File: config.mk
export PLATFORM = sky130hd
export DESIGN_NAME = led_strip_tx
export DESIGN_NICKNAME = d
export VERILOG_FILES = /design/src/rtl/led_tx_pkg.sv /design/src/rtl/led_tx_timer.sv /design/src/rtl/led_tx_shift.sv /design/src/rtl/led_strip_tx.sv
export SDC_FILE = /design/constraint.sdc
export NUM_CORES = 1
export LEC_CHECK = 0
export BUFFER_PORTS_ARGS = -buffer_cell sky130_fd_sc_hd__buf_2
export CELL_PAD_IN_SITES_DETAIL_PLACEMENT = 1
export CELL_PAD_IN_SITES_GLOBAL_PLACEMENT = 1
export CORE_UTILIZATION = 42
export DETAILED_ROUTE_END_ITERATION = 10
export PLACE_DENSITY_LB_ADDON = 0.1
export SLEW_MARGIN = 5
export SYNTH_ARGS = -nofsm -noshare
export SYNTH_HDL_FRONTEND = slang
export SYNTH_SLANG_ARGS = --single-unit
File: constraint.sdc
create_clock -name clk -period 2.5 [get_ports clk]
set_clock_uncertainty 0.2 [all_clocks]
set_input_delay 0.375 -clock clk [delete_from_list [all_inputs] [get_ports clk]]
set_output_delay 0.375 -clock clk [all_outputs]
set_load 0.02 [all_outputs]
File: src/rtl/led_tx_pkg.sv
// Package: shared constants and types for the LED chain transmitter.
// Assumes three colour channels per pixel, sent green, red, blue.
package led_tx_pkg;

    // Number of colour channels in one pixel word.
    localparam int NUM_CH = 3;

    // Line phases of the transmitter.
    typedef enum logic [1:0] {
        PH_IDLE = 2'd0,
        PH_HIGH = 2'd1,
        PH_LOW  = 2'd2,
        PH_GAP  = 2'd3
    } tx_phase_e;

    // Larger of two integers, used for deriving counter widths.
    function automatic int max_int(input int a, input int b);
        return (a > b) ? a : b;
    endfunction

endpackage

File: src/rtl/led_tx_timer.sv
// Module: loadable down-counter that times one line phase.
// Assumes the loaded value is the phase length minus one; zero marks the
// last cycle of the phase. The counter holds at zero once it gets there.
module led_tx_timer #(
    parameter int CNT_W = 12
) (
    input  logic             clk,
    input  logic             rst_n,
    input  logic             load,
    input  logic [CNT_W-1:0] load_val,
    output logic             at_zero
);

    logic [CNT_W-1:0] remain;

    // Count the current phase down, reloading when a new phase starts.
    always_ff @(posedge clk) begin
        if (!rst_n) begin
            remain <= '0;
        end else if (load) begin
            remain <= load_val;
        end else if (remain != '0) begin
            remain <= remain - 1'b1;
        end
    end

    assign at_zero = (remain == '0);

endmodule

File: src/rtl/led_tx_shift.sv
// Module: pixel word shift register with bit index.
// Assumes the MSB of the word goes out first. Presents the current bit, the
// bit after it, and a flag for the last bit of the word.
module led_tx_shift #(
    parameter int WORD_W = 24
) (
    input  logic              clk,
    input  logic              rst_n,
    input  logic              load,
    input  logic [WORD_W-1:0] load_word,
    input  logic              advance,
    output logic              cur_bit,
    output logic              next_bit,
    output logic              final_bit
);

    localparam int IDX_W = $clog2(WORD_W);
    localparam logic [IDX_W-1:0] LAST_IDX = IDX_W'(WORD_W - 1);

    logic [WORD_W-1:0] word_q;
    logic [IDX_W-1:0]  idx_q;

    // Hold the pixel being sent and move to the next bit on request.
    always_ff @(posedge clk) begin
        if (!rst_n) begin
            word_q <= '0;
            idx_q  <= '0;
        end else if (load) begin
            word_q <= load_word;
            idx_q  <= '0;
        end else if (advance) begin
            word_q <= {word_q[WORD_W-2:0], 1'b0};
            idx_q  <= idx_q + 1'b1;
        end
    end

    assign cur_bit   = word_q[WORD_W-1];
    assign next_bit  = word_q[WORD_W-2];
    assign final_bit = (idx_q == LAST_IDX);

endmodule

File: src/rtl/led_strip_tx.sv
// Module: addressable LED chain transmitter (top).
// Takes pixels over valid/ready and sends each as 24 pulse-width-coded bits,
// green then red then blue, MSB first. After a pixel flagged last it drives
// a low reset gap with busy high. Assumes every timing parameter is >= 1.
module led_strip_tx
    import led_tx_pkg::*;
#(
    parameter int COMP_W  = 8,
    parameter int T0_HIGH = 20,
    parameter int T0_LOW  = 42,
    parameter int T1_HIGH = 40,
    parameter int T1_LOW  = 22,
    parameter int GAP_CYC = 2600
) (
    input  logic              clk,
    input  logic              rst_n,
    input  logic              pix_valid,
    output logic              pix_ready,
    input  logic [COMP_W-1:0] pix_green,
    input  logic [COMP_W-1:0] pix_red,
    input  logic [COMP_W-1:0] pix_blue,
    input  logic              pix_last,
    output logic              line_out,
    output logic              busy
);

    localparam int WORD_W  = NUM_CH * COMP_W;
    localparam int MAX_BIT = max_int(max_int(T0_HIGH, T0_LOW), max_int(T1_HIGH, T1_LOW));
    localparam int MAX_CNT = max_int(MAX_BIT, GAP_CYC);
    localparam int CNT_W   = $clog2(MAX_CNT + 1);

    tx_phase_e         phase, phase_n;
    logic              line_q;
    logic              last_q;
    logic              accept;
    logic              tmr_load;
    logic [CNT_W-1:0]  tmr_val;
    logic              tmr_zero;
    logic              sh_load;
    logic              sh_adv;
    logic              cur_bit;
    logic              next_bit;
    logic              final_bit;
    logic [COMP_W-1:0] comp [NUM_CH];
    logic [WORD_W-1:0] in_word;

    // High-phase length minus one for a given bit value.
    function automatic logic [CNT_W-1:0] high_len(input logic b);
        return b ? CNT_W'(T1_HIGH - 1) : CNT_W'(T0_HIGH - 1);
    endfunction

    // Low-phase length minus one for a given bit value.
    function automatic logic [CNT_W-1:0] low_len(input logic b);
        return b ? CNT_W'(T1_LOW - 1) : CNT_W'(T0_LOW - 1);
    endfunction

    // Channel order on the line: green, red, blue.
    assign comp[0] = pix_green;
    assign comp[1] = pix_red;
    assign comp[2] = pix_blue;

    // Pack the channels into one word, first channel in the top bits.
    for (genvar c = 0; c < NUM_CH; c++) begin : g_pack
        assign in_word[WORD_W-1-c*COMP_W -: COMP_W] = comp[c];
    end

    // Ready when idle, or in the final low cycle of a non-final pixel.
    assign pix_ready = (phase == PH_IDLE) ||
                       ((phase == PH_LOW) && tmr_zero && final_bit && !last_q);
    assign accept    = pix_valid && pix_ready;

    // Phase sequencing and the loads for the timer and shifter.
    always_comb begin
        phase_n  = phase;
        tmr_load = 1'b0;
        tmr_val  = '0;
        sh_load  = 1'b0;
        sh_adv   = 1'b0;
        case (phase)
            PH_IDLE: begin
                if (accept) begin
                    phase_n  = PH_HIGH;
                    sh_load  = 1'b1;
                    tmr_load = 1'b1;
                    tmr_val  = high_len(in_word[WORD_W-1]);
                end
            end
            PH_HIGH: begin
                if (tmr_zero) begin
                    tmr_load = 1'b1;
                    if (final_bit && last_q) begin
                        phase_n = PH_GAP;
                        tmr_val = CNT_W'(GAP_CYC - 1);
                    end else begin
                        phase_n = PH_LOW;
                        tmr_val = low_len(cur_bit);
                    end
                end
            end
            PH_LOW: begin
                if (tmr_zero) begin
                    if (!final_bit) begin
                        phase_n  = PH_HIGH;
                        sh_adv   = 1'b1;
                        tmr_load = 1'b1;
                        tmr_val  = high_len(next_bit);
                    end else if (accept) begin
                        phase_n  = PH_HIGH;
                        sh_load  = 1'b1;
                        tmr_load = 1'b1;
                        tmr_val  = high_len(in_word[WORD_W-1]);
                    end else begin
                        phase_n = PH_IDLE;
                    end
                end
            end
            PH_GAP: begin
                if (tmr_zero) begin
                    phase_n = PH_IDLE;
                end
            end
            default: phase_n = PH_IDLE;
        endcase
    end

    // Register the phase and the line level so the output has no glitches.
    always_ff @(posedge clk) begin
        if (!rst_n) begin
            phase  <= PH_IDLE;
            line_q <= 1'b0;
        end else begin
            phase  <= phase_n;
            line_q <= (phase_n == PH_HIGH);
        end
    end

    // Remember whether the pixel being sent closes the frame.
    always_ff @(posedge clk) begin
        if (!rst_n) begin
            last_q <= 1'b0;
        end else if (sh_load) begin
            last_q <= pix_last;
        end
    end

    led_tx_timer #(
        .CNT_W    (CNT_W)
    ) u_timer (
        .clk      (clk),
        .rst_n    (rst_n),
        .load     (tmr_load),
        .load_val (tmr_val),
        .at_zero  (tmr_zero)
    );

    led_tx_shift #(
        .WORD_W    (WORD_W)
    ) u_shift (
        .clk       (clk),
        .rst_n     (rst_n),
        .load      (sh_load),
        .load_word (in_word),
        .advance   (sh_adv),
        .cur_bit   (cur_bit),
        .next_bit  (next_bit),
        .final_bit (final_bit)
    );

    assign line_out = line_q;
    assign busy     = (phase == PH_GAP);

endmodule

# Yosys cells after proc, flatten, opt, wreduce, memory -nomap -nowiden
# Index checks and enable logic that the tools add are counted.
# op_classes
addsub	2
n_eq_ne	5
n_mux	32
bitwise_logic	1
reduce_logical	13
# ops
op	n
$mux W12	4
$mux W24	2
$mux W6	6
$pmux W12 S3	1
$logic_not A12 Y1	1
$mux W1	12
$reduce_bool A12 Y1	1
$sub A12 B1 Y12 const B	1
$mux W2	4
$pmux W2 S4	1
$add A5 B1 Y5 const B	1
$eq A5 B5 Y1 const B	1
$logic_and A1 B1 Y1	5
$eq A2 B1 Y1 const B	2
$eq A2 B2 Y1 const B	2
$reduce_bool A2 Y1	2
$pmux W1 S3	1
$logic_not A2 Y1	1
$pmux W1 S2	1
$reduce_or A2 Y1	1
$logic_not A1 Y1	1
$logic_or A1 B1 Y1	1
$not A1 Y1	1
# word_totals
regBits	45
inputBits	28
output_inout_bits	3
word_cells	59

# Logic depth before layout (Yosys ltp)
# Gate-level depths: netlist (run 1).
# logic_depth
depth_word	11
ltp_mapped	9
depth_no_buf	6

# Hierarchy
# Synthesis (run 1) repeated with hierarchy kept, for this count alone.
# unflattened
cells_unflattened	274
area_unflattened_um2	2583.7
# by_module_without_submodules
mod	n_inst	cells_per_inst	area_each_um2	seq_area_each_um2
led_tx_shift	1	130	1450.1	580.6
led_tx_timer	1	90	703.2	240.2
led_strip_tx	1	54	430.4	80.1

# Least setup slack after synthesis (run 1)
# Ideal clock, no wire load.
# synth_timing
kind	register -> output
start	reg u_timer.remain[4]
end	out pix_ready
arrival_time_ns	1.814
t_required_ns	1.925
path_slack_ns	0.111
path_stages_with_launch	7
path_buffers	1
path_cell_list	dfxtp_1 nor4_4 and2_1 buf_4 nand2_2 or3_1 a21oi_1
# synth_between
elab_chain_cells	5
# synth_rtl
element	line	rtl
start, declared	led_tx_timer.sv:14	logic [CNT_W-1:0] remain;
start signal, assigned	led_tx_timer.sv:21	remain <= load_val;
start signal, assigned	led_tx_timer.sv:23	remain <= remain - 1'b1;
$logic_not A12 Y1	led_tx_timer.sv:27	assign at_zero = (remain == '0);
$logic_and A1 B1 Y1 (3 in a row)	led_strip_tx.sv:69	((phase == PH_LOW) && tmr_zero && final_bit && !last_q);
$logic_or A1 B1 Y1	led_strip_tx.sv:68	assign pix_ready = (phase == PH_IDLE) ||
end, declared	led_strip_tx.sv:18	output logic pix_ready,
# No other way between the ends.

# Worst setup path in the final report (run 1)
# layout_timing
start	reg u_timer.remain[3]
end	out pix_ready
# The elaborated chain is that of the path after synthesis.

==> results.yml, run 1 <==
floorplanning:
  die_h_um: 75.6
  start_util: 0.440
  ios: 31
  rows: 26
  coreArea_um2: 5170
  dieArea_um2: 5710
  die_x_um: 75.6
synthesis:
  synthTopCellsByCount: "a21oi_1 (59), dfxtp_1 (45), nand2_1 (38)"
  avgSynthCellArea_um2: 8.09
  syn_nets: 312
  ys_async_sr_fraction: 0
  yosys.cell_types.count: 51
  synth_edf_count: 0
  synthFlopType: "dfxtp_1"
  syn-instance-count: 281
  ys_seq_area_frac: 0.396
  ys_ff_latch: 45
  yosys.area.top_type: "dfxtp_1"
  syn_area_um2: 2270
  ys_warn_count: 0
  synth.most_common_cell: "a21oi_1"
  synth.top_cell.area_share: 0.396
  synth_top_cells_by_area: "dfxtp_1 (40%), a21oi_1 (13%), nand2_1 (6.3%)"
clocking:
  cts_root_buf: "clkbuf_8"
  cts_num_sinks: 45
  insertion_delay_ns: 0.30
  clk_pin_slew_ns: 0.08
  h-tree-depth: 2
  cts_buffers: 5
  clock_path_buffers: 2
  cts_tree: "done"
  cts_hold_buf: 0
sta:
  rsz0062_at_grt: "false"
  fmax_mhz: 419
  max_slew.worst_pin.slew_ns: 0.432
  hold_viol_final: 0
  slew_violations: 0
  period_share: 0.955
  setup_viol: 0
  relSlewSlack: 0.712
  setup_tns_ns: 0
  min_period_ns: 2.39
finish:
  nNetsFinal: 349
  final_util: 0.527
  drive_gt1_frac: 0.232
  fillers: 629
  final_area_um2: 2730
  num_antenna_cells: 0
  fin_cells: 389
  syn_to_final_growth_pct: 20.0
hold_path:
  min_path_type: "input port to flip-flop"
setup_path:
  startpoint_type: "flip-flop"
  crit_chain: "nor4_4 -> and2_4 -> nand2_4 -> or3_4 -> a21oi_4 -> buf_6"
  required_ns: 1.92
  r2r_setup_slack_ns: 0.27
  worstPathMaxFanout: 2
  critPathCaptureType: "output port"
  worstPathArrival_ns: 1.81
  cp_slowest_cell: "dfxtp_4"
  worst-setup-path-type: "flip-flop to output port"
  slowest_delay_ns: 0.36
routing:
  num_vias: 2162
  detail-route-antenna-nets: 0
  drt-initial-drc-count: 76
  dr.pass1.iters: 4
  routed_wl_um: 6220
  remaining_drc_errors: 0
  vias_per_cell: 5.56
  wl_per_cell_um: 16.0
place:
  placed_cells: 379
  io_buffers: 30
  place_area_um2: 2530
  place_congestion: 0.864
  hpwlAfterDp_um: 4300
run:
  drv_cap: 0
power_and_ir_drop:
  power_w: 0.00320
  p_leak_nw: 1.06
  power_density_nw_per_um2: 1170
  vdd_drop_max_uv: 545
outcome:
  status: "complete, no violations"
grt:
  grt_antenna_before_repair: 0
  grt_pass1_vias: 2111
  grt_pass1_wl_um: 9820
  grt_overflow: 0
  grt_usage: 0.229
  grt_max_degree: 28
[sequential cells by signal, summed over array words and instances, names as in the netlist]
name            count
u_timer.remain     12
u_shift.word_q     24
u_shift.idx_q       5
line_out            1
phase               2
last_q              1
[layer usage]
metal,track usage,part of all wire,vias up
li1,-,-,1079
met1,0.274,0.45,1031
met2,0.416,0.50,42
met3,0.0423,0.033,10
met4,0.0741,0.014,0
met5,0,0,-
[placed cells by master, fill, tap and decap left out, drive strengths merged, types with 3 or more instances in the layout]
master,count
ha,3
xnor2,8
nand2,40
o21ai,28
a31oi,3
dfxtp,45
nor2,16
nand3,9
nor2b,3
and2,4
a21oi,59
xor2,4
inv,4
nand2b,3
buf,46
clkbuf,5
nor4,7
[critical path: cells and delay by family, from the launching register on]
family / cells / cell delay [ns]
flops: 1 / 0.36
simple gates: 4 / 0.87
buf+inv: 1 / 0.14
compound gates: 1 / 0.15
[logic make-up (layout without fill, tap and decap cells)]
group           count (synthesis)  count (layout)  synth area share
xor+xnor                       12              12            0.0462
simple gates                   92              92             0.209
buf+inv                        20              58            0.0512
flops                          45              45             0.396
compound gates                109             109             0.281
fa+ha+maj                       3               3            0.0165
[final timing paths]
path                            from                 end  depth (start not counted)
setup / recovery   u_timer.remain[3]           pix_ready                          6
hold / removal              pix_last              last_q                          3
setup reg to reg    u_shift.idx_q[0]   u_shift.word_q[1]                          7
hold reg to reg   u_shift.word_q[18]  u_shift.word_q[18]                          2
[per-stage QoR]
step	setup WS, ns	hold slack (ns)
3_3_place_gp	0.182	0.238
4_1_cts	0.000496	0.109
6_report	0.112	0.114
3_5_place_dp	0.207	0.246
5_1_grt	0.0139	0.134
2_1_floorplan	0.111	0.230
[area by class of cell]
class | count | area, um2 | share of cell area
Multi-Input combinational cell | 216 | 1290 | 0.473
Sequential cell | 45 | 911 | 0.334
Timing Repair Buffer | 46 | 289 | 0.106
Tap cell | 70 | 87.6 | 0.0321
Clock buffer | 5 | 68.8 | 0.0252
Clock inverter | 3 | 65.1 | 0.0239
Inverter | 4 | 15.0 | 0.00550
[where the power goes]
group | internal [W] | switching [W]
registers | 0.000888 | 0.000153
clock network | 0.000397 | 0.000255
logic | 0.000648 | 0.000858
total | 0.00193 | 0.00127
[repair_timing]
| item | in CTS | in global routing |
|---|---|---|
| buffers inserted | 0 | 2 |
| gates resized for setup | 8 | 7 |
| pin swaps | 4 | 6 |
| setup endpoints to repair | 1 | 1 |
No activity file was read; power rests on OpenSTA's default activity.
==> run 2, diff against run 1 <==
CORE_UTILIZATION = 40   (was 42)
==> run 2 against run 1 <==
Design area shrank 0.92%. Register-to-register slack worse by 0.06 ns. Sequential share of layout area is 0.40 points higher. Core utilization down 3.7 points. First-iteration DRC count rose by 38%. Critical path depth unchanged. Total power decreased by 2.7%. Global-route usage fell by 1.1 points. Clock power shrank 11%. Sequential power hardly changed. Setup slack gained 0.015 ns. Critical path type unchanged.
==> results.yml, run 2 (synthesis results as in run 1) <==
outcome:
  status: "complete, no violations"
finish:
  drive_gt1_frac: 0.236
  largest-register: "u_shift.word_q"
  num_antenna_cells: 0
  reg.largest.list: "u_shift.word_q x24, u_timer.remain x12, u_shift.idx_q x5"
  largest_register_ffs: 24
  fillers: 693
  nNetsFinal: 348
  multi_input_area_um2: 1290
  syn_to_final_growth_pct: 18.9
  mostFrequentLayoutCells: "a21oi_1 (58), dfxtp_1 (39), nand2_1 (38)"
  final_area_um2: 2700
  final_common_cell: "a21oi_1"
  ff_latch_area_um2: 913
setup_path:
  cp_slowest_cell: "dfxtp_4"
  worstPathArrival_ns: 1.80
  crit_family: "simple AND/OR/NAND/NOR gates"
  crit_chain: "nor4_4 -> and2_4 -> nand2_4 -> or3_4 -> a21oi_2 -> buf_6"
  slowest_delay_ns: 0.37
  worst-setup-path-type: "flip-flop to output port"
  critPathCaptureType: "output port"
  worstPathMaxFanout: 4
  required_ns: 1.92
  startpoint_type: "flip-flop"
  critPathBufInv: 1
sta:
  max_slew.worst_pin.slew_ns: 0.572
  setup_tns_ns: 0
  min_period_ns: 2.37
  fmax_mhz: 421
  setup_viol: 0
  slew_violations: 0
  hold_viol_final: 0
  period_share: 0.949
  rsz0062_at_grt: "false"
  relSlewSlack: 0.617
grt:
  grt_max_degree: 28
  grt_pass1_vias: 2128
  grt_usage: 0.218
  grt_pass1_wl_um: 10300
  grt_antenna_before_repair: 0
  grt_overflow: 0
place:
  place_congestion: 0.797
  io_buffers: 30
  hpwlAfterDp_um: 4180
  place_area_um2: 2510
power_and_ir_drop:
  vdd_drop_max_uv: 770
  power_density_nw_per_um2: 1150
  power_switching_share: 0.404
  internal_power_w: 0.00186
  clkPwrFrac: 0.187
  comb_power_share: 0.475
  p_seq_frac: 0.339
  p_sw_w: 0.00126
  p_leak_nw: 1.04
routing:
  vias_per_cell: 5.53
  drt-initial-drc-count: 105
  remaining_drc_errors: 0
  dr.pass1.iters: 4
  routed_wl_um: 6190
  wl_per_cell_um: 15.9
  detail-route-antenna-nets: 0
  num_vias: 2156
hold_path:
  min_path_type: "input port to flip-flop"
clocking:
  cts_root_buf: "clkbuf_8"
  cts_hold_buf: 0
  clk_pin_slew_ns: 0.09
  insertion_delay_ns: 0.30
  clock_path_buffers: 2
  cts_tree: "done"
  h-tree-depth: 2
  cts_buffers: 5
  cts_num_sinks: 45
floorplanning:
  start_util: 0.413
  die_h_um: 77.4
  ios: 31
  dieArea_um2: 5990
  rows: 27
  die_x_um: 77.4
  coreArea_um2: 5510
run:
  drv_cap: 0
[run 2: worst paths after layout]
| check | from | to | slack (ns) | depth (start not counted) |
|---|---|---|---|---|
| hold reg to reg | u_shift.word_q[21] | u_shift.word_q[21] | 0.25 | 2 |
| setup reg to reg | u_timer.remain[0] | u_timer.remain[3] | 0.21 | 8 |
| hold / removal | pix_last | last_q | 0.12 | 3 |
| setup / recovery | u_timer.remain[7] | pix_ready | 0.13 | 6 |
[run 2: final cells by class]
cell class              count  share of cell area
repair buffers             45               0.104
clock inverters             1              0.0111
well taps                  72              0.0333
multi-input cells         216               0.476
flip-flops and latches     45               0.338
clock buffers               7              0.0319
inverters                   4             0.00556
[run 2: through the flow]
| step | power [W] | setup WS, ns | hold WS (ns) | std cells | util |
|---|---|---|---|---|---|
| floorplan | 0.00199 | 0.111 | 0.230 | 281 | - |
| global placement | 0.00235 | 0.258 | 0.240 | 378 | 0.455 |
| detailed placement | 0.00237 | 0.264 | 0.244 | 378 | 0.455 |
| CTS | 0.00300 | 0.00421 | 0.111 | 387 | 0.479 |
| global route | 0.00334 | 0.0172 | 0.135 | 390 | 0.491 |
| finish | 0.00311 | 0.127 | 0.119 | 390 | 0.491 |
[run 2: routing by layer]
| layer | vias up | global-route usage | wire length, um |
|---|---|---|---|
| li1 | 1077 | - | - |
| met1 | 1037 | 0.263 | 2810 |
| met2 | 38 | 0.396 | 3150 |
| met3 | 4 | 0.0471 | 171 |
| met4 | 0 | 0.0453 | 53 |
| met5 | - | 0 | 0 |
[run 2: worst reg2reg max path, stage by stage, from the launching register on]
cell and delay, ns:
dfxtp_1 0.38, inv_1 0.10, ha_1 0.22, and2_4 0.15, buf_4 0.13, buf_4 0.16, a31oi_1 0.44, o21ai_0 0.24
a21oi_1 0.20
[run 2: timing repair]
action / CTS / global route
pin swaps: 2 / 6
resized for setup: 3 / 14
setup endpoints to repair: 1 / 1
buffers inserted: 1 / 3
[run 2: power groups by stage]
stage	Combinational (W)	Clock, W	Sequential (W)
floorplan	0.000988	0	0.00101
global placement	0.00131	0	0.00104
detailed placement	0.00132	0	0.00105
CTS	0.00137	0.000594	0.00103
global route	0.00164	0.000615	0.00108
finish	0.00148	0.000581	0.00105
==> run 3, diff against run 2 <==
--- a/config.mk
+++ b/config.mk
@@ -9,6 +9,7 @@
 export CELL_PAD_IN_SITES_DETAIL_PLACEMENT = 1
 export CELL_PAD_IN_SITES_GLOBAL_PLACEMENT = 1
-export CORE_UTILIZATION = 40
+export CORE_UTILIZATION = 42
 export DETAILED_ROUTE_END_ITERATION = 10
+export HOLD_SLACK_MARGIN = 0.03
 export PLACE_DENSITY_LB_ADDON = 0.1
 export SLEW_MARGIN = 5
==> constraint.sdc (replaced) <==
create_clock -name clk -period 2.5 [get_ports clk]
set_clock_uncertainty 0.2 [all_clocks]
set_input_delay 0.125 -clock clk [delete_from_list [all_inputs] [get_ports clk]]
set_output_delay 0.125 -clock clk [all_outputs]
set_load 0.02 [all_outputs]
==> run 3 against run 2 <==
Flip-flop and latch count stayed put. Via count increased by 3.6%. Core utilization rose by 7.1 points. Clock power is 12% lower. Hold slack got worse by 0.058 ns. Largest cell class unchanged. Sequential share of layout area down 2.8 points. Highest routed layer unchanged.
==> results.yml, run 3 (synthesis results as in run 1) <==
floorplanning:
  coreArea_um2: 5170
  ios: 31
  die_h_um: 75.6
  die_x_um: 75.6
  rows: 26
  dieArea_um2: 5710
  start_util: 0.440
clocking:
  cts_root_buf: "clkbuf_8"
  cts_tree: "done"
  clock_path_buffers: 2
  clk_pin_slew_ns: 0.09
  insertion_delay_ns: 0.30
  cts_num_sinks: 45
  cts_buffers: 5
  h-tree-depth: 2
finish:
  largest-register: "u_shift.word_q"
  num_antenna_cells: 0
  reg.largest.list: "u_shift.word_q x24, u_timer.remain x12, u_shift.idx_q x5"
  final_util: 0.562
  fillers: 627
  drive_gt1_frac: 0.193
  final_common_cell: "a21oi_1"
  mostFrequentLayoutCells: "a21oi_1 (59), dfxtp_1 (45), nand2_1 (38)"
  nNetsFinal: 372
  largest_register_ffs: 24
  syn_to_final_growth_pct: 27.8
  final_area_um2: 2910
power_and_ir_drop:
  power_w: 0.00301
  internal_power_w: 0.00177
  power_switching_share: 0.412
  vdd_drop_max_uv: 384
  comb_power_share: 0.484
  clkPwrFrac: 0.169
  p_leak_nw: 1.13
  power_density_nw_per_um2: 1040
  p_seq_frac: 0.347
  p_sw_w: 0.00124
setup_path:
  critPathCaptureType: "output port"
  startpoint_type: "flip-flop"
  critPathBufInv: 1
  crit_chain: "nor4_4 -> and2_4 -> nand2_2 -> or3_1 -> a21oi_1 -> buf_2"
  worstPathMaxFanout: 6
  cp_slowest_cell: "dfxtp_1"
  crit_family: "simple AND/OR/NAND/NOR gates"
  slowest_delay_ns: 0.39
  worst-setup-path-type: "flip-flop to output port"
  worstPathArrival_ns: 2.09
  required_ns: 2.17
sta:
  hold_viol_final: 0
  setup_tns_ns: 0
  fmax_mhz: 414
  max_slew.worst_pin.slew_ns: 0.458
  period_share: 0.966
  slew_violations: 0
  min_period_ns: 2.42
  rsz0062_at_grt: "false"
  relSlewSlack: 0.695
  setup_viol: 0
grt:
  grt_pass1_wl_um: 10300
  grt_antenna_before_repair: 0
  grt_usage: 0.241
  grt_max_degree: 28
  grt_overflow: 0
  grt_pass1_vias: 2170
routing:
  wl_per_cell_um: 15.7
  routed_wl_um: 6470
  drt-initial-drc-count: 102
  dr.pass1.iters: 4
  vias_per_cell: 5.42
  detail-route-antenna-nets: 0
  num_vias: 2234
  remaining_drc_errors: 0
hold_path:
  min_path_type: "input port to flip-flop"
run:
  drv_cap: 0
outcome:
  status: "complete, no violations"
place:
  place_area_um2: 2520
  io_buffers: 30
  place_congestion: 0.935
  hpwlAfterDp_um: 4160
run 3: path summary, 6_finish.rpt:
| check | start | end | slack, ns | cells past startpoint |
|---|---|---|---|---|
| hold reg to reg | u_shift.word_q[2] | u_shift.word_q[2] | 0.25 | 2 |
| setup / recovery | u_timer.remain[2] | pix_ready | 0.08 | 6 |
| setup reg to reg | u_shift.idx_q[0] | u_shift.word_q[18] | 0.25 | 7 |
| hold / removal | rst_n | last_q | 0.06 | 3 |
run 3: worst min-delay path, cell delays in order:
cell     delay (ns)
buf_2          0.09
inv_1          0.16
a21oi_1        0.15
run 3: stage by stage:
stage	hold slack (ns)	instances	setup slack [ns]
final	0.0607	412	0.0846
after CTS	0.0591	410	0.000139
after floorplan	0.0610	281	0.361
after global placement	0.171	377	0.313
after global routing	0.0911	412	0.0138
after detailed placement	0.173	377	0.285
run 3: final cells by class:
type                            count  area, um2  share of cell area
Timing Repair Buffer               69        531               0.183
Clock buffer                        7       96.3              0.0332
Tap cell                           70       87.6              0.0301
Inverter                            4       15.0             0.00517
Clock inverter                      1       5.00             0.00172
Multi-Input combinational cell    216       1270               0.437
Sequential cell                    45        901               0.310
run 3: layer usage:
layer | track usage | vias up | part of all wire
met5 | 0 | - | 0
met4 | 0.0823 | 0 | 0.017
met3 | 0.0397 | 11 | 0.017
met2 | 0.429 | 29 | 0.50
met1 | 0.294 | 1066 | 0.46
li1 | - | 1128 | -
run 3: power by group through the flow:
stage                     registers, W  clock network (W)  logic, W
after floorplan                0.00101                  0  0.000988
after global placement         0.00104                  0   0.00131
after detailed placement       0.00105                  0   0.00133
after CTS                      0.00103           0.000514   0.00138
after global routing           0.00107           0.000544   0.00159
final                          0.00104           0.000509   0.00146
run 3: timing repair:
| item | 4_1_cts | 5_1_grt |
|---|---|---|
| gates resized for setup | 1 | 4 |
| hold buffers | 25 | 0 |
| endpoints found under the hold margin | 26 | 0 |
| pin swaps | 0 | 1 |
| endpoints found under the setup margin | 1 | 1 |
| buffers inserted | 0 | 2 |
